<file path="src/rtl/fsync_pkg.sv">
package fsync_pkg;
  localparam int SYNC_W = 16;
  localparam int BYTE_W = 8;
  localparam int LIM_W  = 2;
  localparam int CNT_W  = $clog2(SYNC_W + 1);
  typedef logic [SYNC_W-1:0] sync_t;
  typedef logic [CNT_W-1:0]  cnt_t;
endpackage

</file>
<file path="src/rtl/fsync_loader.sv">
module fsync_loader
  import fsync_pkg::*;
(
  input  logic              clk,
  input  logic              rst_n,
  input  logic              load_go,
  input  logic              msg_busy,
  input  logic              pat_valid,
  input  logic [BYTE_W-1:0] pat_data,
  input  logic              irq_ack,
  output logic              pat_ready,
  output logic              buf_free,
  output logic              irq,
  output sync_t             pattern
);
  logic              loading;
  logic              second;
  logic [BYTE_W-1:0] first_byte;
  logic              take;

  assign take      = loading && pat_valid;
  assign pat_ready = loading;

  always_ff @(posedge clk or negedge rst_n) begin
    if (!rst_n) begin
      loading    <= 1'b0;
      second     <= 1'b0;
      first_byte <= '0;
      buf_free   <= 1'b1;
      irq        <= 1'b0;
      pattern    <= '0;
    end else begin
      if (irq_ack) irq <= 1'b0;
      if (load_go && !msg_busy && !loading) begin
        loading  <= 1'b1;
        second   <= 1'b0;
        buf_free <= 1'b0;
      end else if (take) begin
        if (!second) begin
          first_byte <= pat_data;
          second     <= 1'b1;
        end else begin
          // byte 0 sits in the upper half: its MSB meets the earliest bit
          pattern  <= {first_byte, pat_data};
          loading  <= 1'b0;
          second   <= 1'b0;
          buf_free <= 1'b1;
          irq      <= 1'b1;
        end
      end
    end
  end
endmodule

</file>
<file path="src/rtl/fsync_correlator.sv">
module fsync_correlator
  import fsync_pkg::*;
(
  input  logic  clk,
  input  logic  rst_n,
  input  logic  rx_valid,
  input  logic  rx_bit,
  input  sync_t pattern,
  output cnt_t  miss_next
);
  sync_t window;
  sync_t win_next;
  sync_t diff;

  assign win_next = {window[SYNC_W-2:0], rx_bit};
  assign diff     = win_next ^ pattern;

  always_comb begin
    miss_next = '0;
    for (int i = 0; i < SYNC_W; i++) miss_next = miss_next + cnt_t'(diff[i]);
  end

  always_ff @(posedge clk or negedge rst_n) begin
    if (!rst_n) window <= '0;
    else if (rx_valid) window <= win_next;
  end
endmodule

</file>
<file path="src/rtl/fsync_hunt_ctl.sv">
module fsync_hunt_ctl
  import fsync_pkg::*;
(
  input  logic             clk,
  input  logic             rst_n,
  input  logic             hunt_go,
  input  logic             hunt_strict,
  input  logic [LIM_W-1:0] err_limit,
  input  logic             rx_valid,
  input  cnt_t             miss_next,
  output logic             hunting,
  output logic             found
);
  cnt_t             seen;
  logic [LIM_W-1:0] limit;
  cnt_t             seen_next;
  logic             hit;

  assign seen_next = (seen == cnt_t'(SYNC_W)) ? seen : seen + 1'b1;
  assign hit = hunting && rx_valid && !hunt_go &&
               (seen_next == cnt_t'(SYNC_W)) && (miss_next <= cnt_t'(limit));

  always_ff @(posedge clk or negedge rst_n) begin
    if (!rst_n) begin
      hunting <= 1'b0;
      found   <= 1'b0;
      seen    <= '0;
      limit   <= '0;
    end else begin
      found <= hit;
      if (hunt_go) begin
        hunting <= 1'b1;
        seen    <= '0;
        limit   <= hunt_strict ? '0 : err_limit;
      end else if (hit) begin
        hunting <= 1'b0;
      end else if (hunting && rx_valid) begin
        seen <= seen_next;
      end
    end
  end
endmodule

</file>
<file path="src/rtl/fsync_hunter.sv">
module fsync_hunter
  import fsync_pkg::*;
(
  input  logic       clk,
  input  logic       rst_n,
  input  logic       pat_valid,
  output logic       pat_ready,
  input  logic [7:0] pat_data,
  input  logic       load_go,
  input  logic       msg_busy,
  output logic       buf_free,
  output logic       irq,
  input  logic       irq_ack,
  input  logic       rx_valid,
  input  logic       rx_bit,
  input  logic       hunt_go,
  input  logic       hunt_strict,
  input  logic [1:0] err_limit,
  output logic       hunting,
  output logic       found
);
  sync_t pattern;
  cnt_t  miss_next;

  fsync_loader u_load (
    .clk(clk), .rst_n(rst_n), .load_go(load_go), .msg_busy(msg_busy),
    .pat_valid(pat_valid), .pat_data(pat_data), .irq_ack(irq_ack),
    .pat_ready(pat_ready), .buf_free(buf_free), .irq(irq), .pattern(pattern)
  );

  fsync_correlator u_corr (
    .clk(clk), .rst_n(rst_n), .rx_valid(rx_valid), .rx_bit(rx_bit),
    .pattern(pattern), .miss_next(miss_next)
  );

  fsync_hunt_ctl u_ctl (
    .clk(clk), .rst_n(rst_n), .hunt_go(hunt_go), .hunt_strict(hunt_strict),
    .err_limit(err_limit), .rx_valid(rx_valid), .miss_next(miss_next),
    .hunting(hunting), .found(found)
  );
endmodule

</file>
<file path="config.mk">
export PLATFORM = sky130hd
export DESIGN_NAME = fsync_hunter
export DESIGN_NICKNAME = d
export VERILOG_FILES = /design/src/rtl/fsync_pkg.sv /design/src/rtl/fsync_loader.sv /design/src/rtl/fsync_correlator.sv /design/src/rtl/fsync_hunt_ctl.sv /design/src/rtl/fsync_hunter.sv
export SDC_FILE = /design/constraint.sdc
export NUM_CORES = 1
export LEC_CHECK = 0
export BUFFER_PORTS_ARGS = -buffer_cell sky130_fd_sc_hd__buf_2
export CAP_MARGIN = 15
export CORE_MARGIN = 2
export CORE_UTILIZATION = 50
export DETAILED_ROUTE_END_ITERATION = 6
export PLACE_DENSITY = 0.7
export SLEW_MARGIN = 25
export SYNTH_ARGS = -nofsm -noshare
export SYNTH_HDL_FRONTEND = slang
export SYNTH_HIERARCHICAL = 1
export SYNTH_SLANG_ARGS = --single-unit
</file>
<file path="constraint.sdc">
create_clock -name clk -period 10.07 [get_ports clk]
set_input_delay 2.5175 -clock clk [delete_from_list [all_inputs] [get_ports clk]]
set_output_delay 2.5175 -clock clk [all_outputs]
set_load 0.02 [all_outputs]
</file>
After elaboration in Yosys (flattened, before gate mapping)
Index checks and enable logic that the tools add are counted.

Flip-flop bits (word level): 52. Output and inout port bits: 5. Logic and storage cells: 72.

Add/sub/neg operators: 16. $lt $le $gt $ge: 1. Equality and inequality tests: 3. Multiplexer cells: 20. Bitwise gates (word level): 3. Reductions and logical operators: 18.

Operators by type and width (number): 5-bit by 1-bit adder with 5-bit output (14); 5-bit 2-to-1 mux (4); 16-bit bitwise XOR (1); 1-bit 2-to-1 mux (15); 5-bit equality test (second input constant) (2); 2-bit nonzero test (4); 1-bit logical AND (7); 3-bit AND reduction (2); 5-bit by 1-bit adder with 5-bit output (second input constant) (1); 5-bit by 2-bit <= comparator with 1-bit output (1); 2-bit AND reduction (2); 1-bit logical NOT (3); 1-bit by 1-bit adder with 2-bit output (1); 2-bit 2-to-1 mux (1); 2-bit != test (second input constant) (1); 1-bit NOT (2).

Logic depth before layout (Yosys ltp)
Gate-level depths: netlist (run 1).

Depth after elaboration: 20. Depth in mapped cells: 17. Gate-level depth less buffers: 17.

Hierarchy
The synthesis (run 1) kept the hierarchy.

By module, submodules not included: fsync_correlator (instances 1, cells an instance 79, area an instance 1097.3 um2, seq. area each 375.4 um2); fsync_loader (instances 1, cells an instance 65, area an instance 1091.0 um2, seq. area each 701.9 um2); fsync_hunt_ctl (instances 1, cells an instance 76, area an instance 681.9 um2, seq. area each 225.2 um2).

Worst setup path before layout (run 1)
Ideal clock, no wire load.

Kind: input -> register. From: in rx_bit. To: reg u_ctl.seen[1]. Arrival time: 6496 ps. Required time: 9976 ps. Slack: 3480 ps. Stages: 17. Buffers on the path: 0. Path through: xor2_1 -> fa_1 -> fa_1 -> fa_1 -> inv_1 -> fa_1 -> inv_1 -> ha_1 -> inv_1 -> fa_1 -> inv_1 -> ha_1 -> nor2b_1 -> o21ai_0 -> and3_4 -> nand3_1 -> a221oi_2.

Cells in the longest elaborated chain, start to end: 20.

Ends and longest elaborated chain: start: declaration (line fsync_hunter.sv:15) `input logic rx_bit,`; 16-bit bitwise XOR (line fsync_correlator.sv:16) `assign diff = win_next ^ pattern;`; 1-bit by 1-bit adder with 2-bit output (line fsync_correlator.sv:20) `for (int i = 0; i < SYNC_W; i++) miss_next = miss_next + cnt_t'(diff[i]);`; 5-bit by 1-bit adder with 5-bit output (14 in series) (line fsync_correlator.sv:20); net miss_next[1] (line fsync_hunter.sv:23) `cnt_t miss_next;`; 5-bit by 2-bit <= comparator with 1-bit output (line fsync_hunt_ctl.sv:21) `(seen_next == cnt_t'(SYNC_W)) && (miss_next <= cnt_t'(limit));`; 1-bit logical AND (line fsync_hunt_ctl.sv:21); 2-bit != test (no source line); 2-bit AND reduction (no source line); end signal: assignment (line fsync_hunt_ctl.sv:38) `seen <= seen_next;`; end: declaration (line fsync_hunt_ctl.sv:14) `cnt_t seen;`.

The timed path passes the listed nets, and every way through them passes these cells. A chain may end at the register's enable or synchronous reset.

Worst setup path after layout (run 1)
Same ends and word-level chain as after synthesis.

==> results of run 1 <==
==> kinds of logic after synthesis <==
group	count (synthesis)	synth area share
buffers and inverters	25	0.0488
xor gates and xnor gates	21	0.0641
DFF	52	0.454
AOI/OAI and AO/OA	22	0.0567
muxes	40	0.179
and+or+nand+nor	41	0.0889
adders and majority gates	19	0.109
==> sequential cells by signal, indices dropped and copies added (netlist names), 2 cells and up <==
name and flops:
u_load/pattern 16, u_corr/window 15, u_load/first_byte 8, u_ctl/seen 5, u_ctl/limit 2
==> cell type report <==
| cell class | count | share of cell area |
|---|---|---|
| clock inverter | 3 | 0.0108 |
| sequential | 52 | 0.418 |
| tap | 72 | 0.0289 |
| multi-input combinational | 143 | 0.458 |
| inverter | 18 | 0.0217 |
| clock buffer | 5 | 0.0221 |
| timing repair buffer | 25 | 0.0409 |
==> layer usage <==
metal	track usage	up-vias	wire, µm
met5	0	-	0
met1	0.247	818	2300
met2	0.267	20	2230
met3	0.0339	7	125
li1	-	804	-
met4	0.0610	0	68
==> stage by stage <==
stage	setup WS (ns)	hold slack (ns)	utilization	instances	cell area (µm²)
after floorplan	3.48	0.475	-	220	2870
after global placement	3.27	0.463	0.544	310	3020
after detailed placement	3.11	0.474	0.544	310	3020
after CTS	3.47	0.490	0.563	318	3120
after global routing	3.19	0.523	0.563	318	3120
final	3.49	0.486	0.563	318	3120
==> synth_stat cells, drive strengths merged <==
cell / instances / area share
a211o: 1 / 0.0031
a211oi: 2 / 0.0070
a21boi: 1 / 0.0026
a21o: 1 / 0.0026
a21oi: 5 / 0.010
a221oi: 2 / 0.0083
a311oi: 1 / 0.0031
a31o: 2 / 0.0061
a31oi: 1 / 0.0022
and2: 2 / 0.0048
and3: 1 / 0.0039
and4: 2 / 0.0061
and4bb: 1 / 0.0044
buf: 6 / 0.024
clkbuf: 1 / 0.0013
dfrtp: 51 / 0.44
dfstp: 1 / 0.0092
fa: 10 / 0.070
ha: 9 / 0.039
inv: 18 / 0.024
mux2: 39 / 0.18
mux2i: 1 / 0.0035
nand2: 6 / 0.0078
nand2b: 2 / 0.0044
nand3: 9 / 0.020
nand3b: 3 / 0.0092
nand4: 2 / 0.0044
nor2: 4 / 0.0052
nor2b: 5 / 0.011
nor3: 2 / 0.0035
o21a: 1 / 0.0026
o21ai: 4 / 0.0070
o22ai: 1 / 0.0022
or2: 1 / 0.0022
or3: 1 / 0.0022
xnor2: 6 / 0.018
xor2: 15 / 0.046
==> how the worst max path moves through the flow <==
| stage | start | endpoint | slack, ns | cells past startpoint |
|---|---|---|---|---|
| 2_1_floorplan | rx_bit | u_ctl/seen[1] | 3.48 | 17 |
| 3_3_place_gp | rx_bit | u_ctl/seen[1] | 3.27 | 18 |
| 3_5_place_dp | rx_bit | u_ctl/seen[1] | 3.11 | 18 |
| 4_1_cts | rx_bit | u_ctl/seen[1] | 3.47 | 18 |
| 5_1_grt | rx_bit | u_ctl/seen[2] | 3.19 | 18 |
| 6_report | rx_bit | u_ctl/seen[1] | 3.49 | 18 |
==> critical path, stage by stage <==
cell	delay (ns)
buf_2	0.11
xor2_1	0.15
fa_1	0.55
fa_1	0.42
fa_1	0.50
inv_1	0.06
fa_1	0.46
inv_1	0.07
ha_1	0.16
inv_1	0.05
fa_1	0.48
inv_1	0.04
ha_1	0.28
nor2b_1	0.13
o21ai_0	0.20
and3_4	0.24
nand3_1	0.12
a221oi_2	0.26
==> metrics, run 1 <==
clk_skew 0.00923 ns; CTS buffer count 5; final-report setup violation count 0; clk buf depth 2; CTS clk-pin slew, worst paths 0.11 ns; post-CTS sizing 0; Skew-Pair Late Insertion Delay ~0.32 ns; Post-CTS Hold Fix Bufs 0; status finished clean; crit path max fanout 4; Core ar. 5540 µm²; Max-cap violations 0; H-tree lvl count 2; Tightest Hold Check Type flip-flop to flip-flop; FF-to-FF setup slack 5.20 ns; final wirelength between 4000 and 5000 µm; critical path required time 10.30 ns; Setup TNS 0 ns; Ys Warns 6; Mapped Cells 220; Final Cycle Share 0.654; number of global-route vias before repair 1716; Max-slew headroom 0.563; io pins 25; Layout area overhead 8.63%; minimum clock period 6.58 ns; worst flop-to-flop path startpoint u_corr/window[2]; Via Count 1649; CTS tree built; hold path start u_load/buf_free; Starting Density 0.518; HPWL after DPL approximately 3400 µm; layout filler cell count 501; share of cells above drive strength 1 0.329; antenna-violating nets left 0; RSZ-0062 raised after global routing no; Mapped Area 2870 µm²; gr ovfl total 0; Slew Limit Fails 0; Crit Path Category input pin to flip-flop; Rows 27; largest net degree at the start of global routing 53; die width between 70 and 80 µm; vias per cell 5.19; Multi-input gate area 1430 µm²; CTS sink count 52; Avg Inst Size Synth 13.0 µm²; Reg area 1300 µm²; Hold EP u_load/buf_free; RR Endpoint u_ctl/seen[1]; Worst Tran Pin Value 0.655 ns; number of port buffers 24; commonest non-fill, non-tap cell in the layout dfrtp_1; critical path endpoint category flip-flop; Final Hold Vio Count 0; CP Launch Type input pin; syn nets roughly 260; Distinct cells, synth 46; post-synthesis sequential area ratio 0.454; # diodes 0; r2r worst-path depth 17; Total GRT Usage 0.174; Critical Path AT 6.81 ns; highest clock rate 152 MHz; Final nets around 280; Hold Crit Depth 2; drt initial violations 98; global-route wire length before repair 8350 µm; drt wl/cell 14.8 µm; final routed DRC violation total 0; overall die area 6360 µm²; #FFs+latches synth 52; most frequent cells in the layout 51 x dfrtp_1, 24 x buf_2, 22 x mux2_2; initial antenna violation count 0; DR pass1 iterations 4; Die H ~80 µm; gpl congestion 0.808; clock root buffer clkbuf_8; post-CTS setup buffer count 0
Power of run 1 is left out: the tool's default activity adds up to more than one toggle a clock period on the data nets, which glitch-free logic cannot reach.
==> inputs of run 2 (changes only) <==
- clock period: 10.07 -> 6.34 ns (I/O delays scaled with it)
==> metrics, run 2 (synthesis results as in run 1) <==
DR pass1 iterations 4; Max-cap violations 0; clk_skew 0.00553 ns; Core ar. 5540 µm²; crit path max fanout 2; CTS sink count 52; Die H 79.8 µm; DP Area 3020 µm²; Crit Path Category input pin to flip-flop; number of global-route vias before repair 1729; gr ovfl total 0; CTS buffer count 5; # diodes 0; CTS tree built; final routed DRC violation total 0; Largest register FFs 16; Post-CTS Hold Fix Bufs 0; Final nets 284; post-CTS setup buffer count 0; Biggest register u_load/pattern; global-route wire length before repair 8220 µm; Rows 27; worst flop-to-flop path startpoint u_corr/window[2]; r2r worst-path depth 17; Slew Limit Fails 0; Setup TNS 0 ns; Layout area overhead 8.63%; Final Hold Vio Count 0; most frequent cells in the layout 51 x dfrtp_1, 24 x buf_2, 22 x mux2_2; clk buf depth 2; critical path endpoint category flip-flop; vias per cell between 5 and 6; Max-slew headroom 0.566; RSZ-0062 raised after global routing no; antenna-violating nets left 0; Final Non-Filler Cells 318; Starting Density 0.518; post-route cell area 3120 µm²; cell total after placement 310; final-report setup violation count 0; initial antenna violation count 0; HPWL after DPL 3400 µm; highest clock rate 178 MHz; H-tree lvl count 2; commonest non-fill, non-tap cell in the layout dfrtp_1; gpl congestion 0.808; clock root buffer clkbuf_8; Worst Tran Pin Value ~0.65 ns; status finished clean; post-CTS sizing 0; layout filler cell count slightly below 500; critical path required time 6.56 ns; io pins 25; die width approximately 80 µm; Worst setup endpoint u_ctl/seen[2]; Tightest Hold Check Type flip-flop to flip-flop; overall die area 6360 µm²; final wirelength 4660 µm; Via Count 1636; number of port buffers 24; Critical Path AT 5.84 ns; Largest regs u_load/pattern: 16 flops, u_corr/window: 15 flops, u_load/first_byte: 8 flops; Total GRT Usage 0.168; FF-to-FF setup slack 1.52 ns; Final Cycle Share 0.886; CP Launch Type input pin; Skew-Pair Late Insertion Delay a little over 0.3 ns; CTS clk-pin slew, worst paths 0.10 ns; drt wl/cell between 10 and 15 µm; minimum clock period about 5.6 ns; largest net degree at the start of global routing 53; crit path from rx_bit; drt initial violations between 100 and 150; RR Endpoint u_ctl/seen[2]; share of cells above drive strength 1 0.329
## run 2: layer usage
layer / GRT usage / up-vias / share of wire
li1: - / 805 / -
met1: 0.237 / 805 / 0.50
met2: 0.267 / 21 / 0.47
met3: 0.0373 / 5 / 0.025
met4: 0.0407 / 0 / 0.0088
met5: 0 / - / 0
## run 2: worst max-delay path, cell delays in order
cell	delay, ns
buf_2	0.11
xor2_1	0.15
fa_1	0.55
fa_1	0.43
fa_1	0.50
inv_1	0.06
fa_1	0.46
inv_1	0.07
ha_1	0.16
inv_1	0.05
fa_1	0.48
inv_1	0.04
ha_1	0.29
nor2b_1	0.13
o21ai_0	0.19
and4_1	0.24
nand3_1	0.09
a311oi_1	0.27
## run 2: metrics by stage
| step | util | hold slack (ns) | worst slack [ns] |
|---|---|---|---|
| after floorplan | - | 0.475 | 0.682 |
| after global placement | 0.544 | 0.463 | 0.471 |
| after detailed placement | 0.544 | 0.474 | 0.347 |
| after CTS | 0.563 | 0.490 | 0.694 |
| after global routing | 0.563 | 0.520 | 0.465 |
| final | 0.563 | 0.486 | 0.721 |
## run 2: worst min path at each step
stage	startpoint	endpoint	slack (ns)	cells after the start
4_1_cts	u_load/buf_free	u_load/buf_free	0.49	2
6_report	u_load/buf_free	u_load/buf_free	0.49	2
3_3_place_gp	u_load/buf_free	u_load/buf_free	0.46	2
5_1_grt	u_load/first_byte[6]	u_load/pattern[14]	0.52	1
2_1_floorplan	u_load/first_byte[6]	u_load/pattern[14]	0.47	1
3_5_place_dp	u_load/buf_free	u_load/buf_free	0.47	2
## run 2: final cells by class
cell class / count / area, µm² / area share
Clock buffer: 5 / 68.8 / 0.0221
Tap cell: 72 / 90.1 / 0.0289
Sequential cell: 52 / 1300 / 0.418
Timing Repair Buffer: 25 / 128 / 0.0409
Multi-Input combinational cell: 143 / 1430 / 0.458
Inverter: 18 / 67.6 / 0.0217
Clock inverter: 3 / 33.8 / 0.0108
Power of run 2 is left out for the same reason.
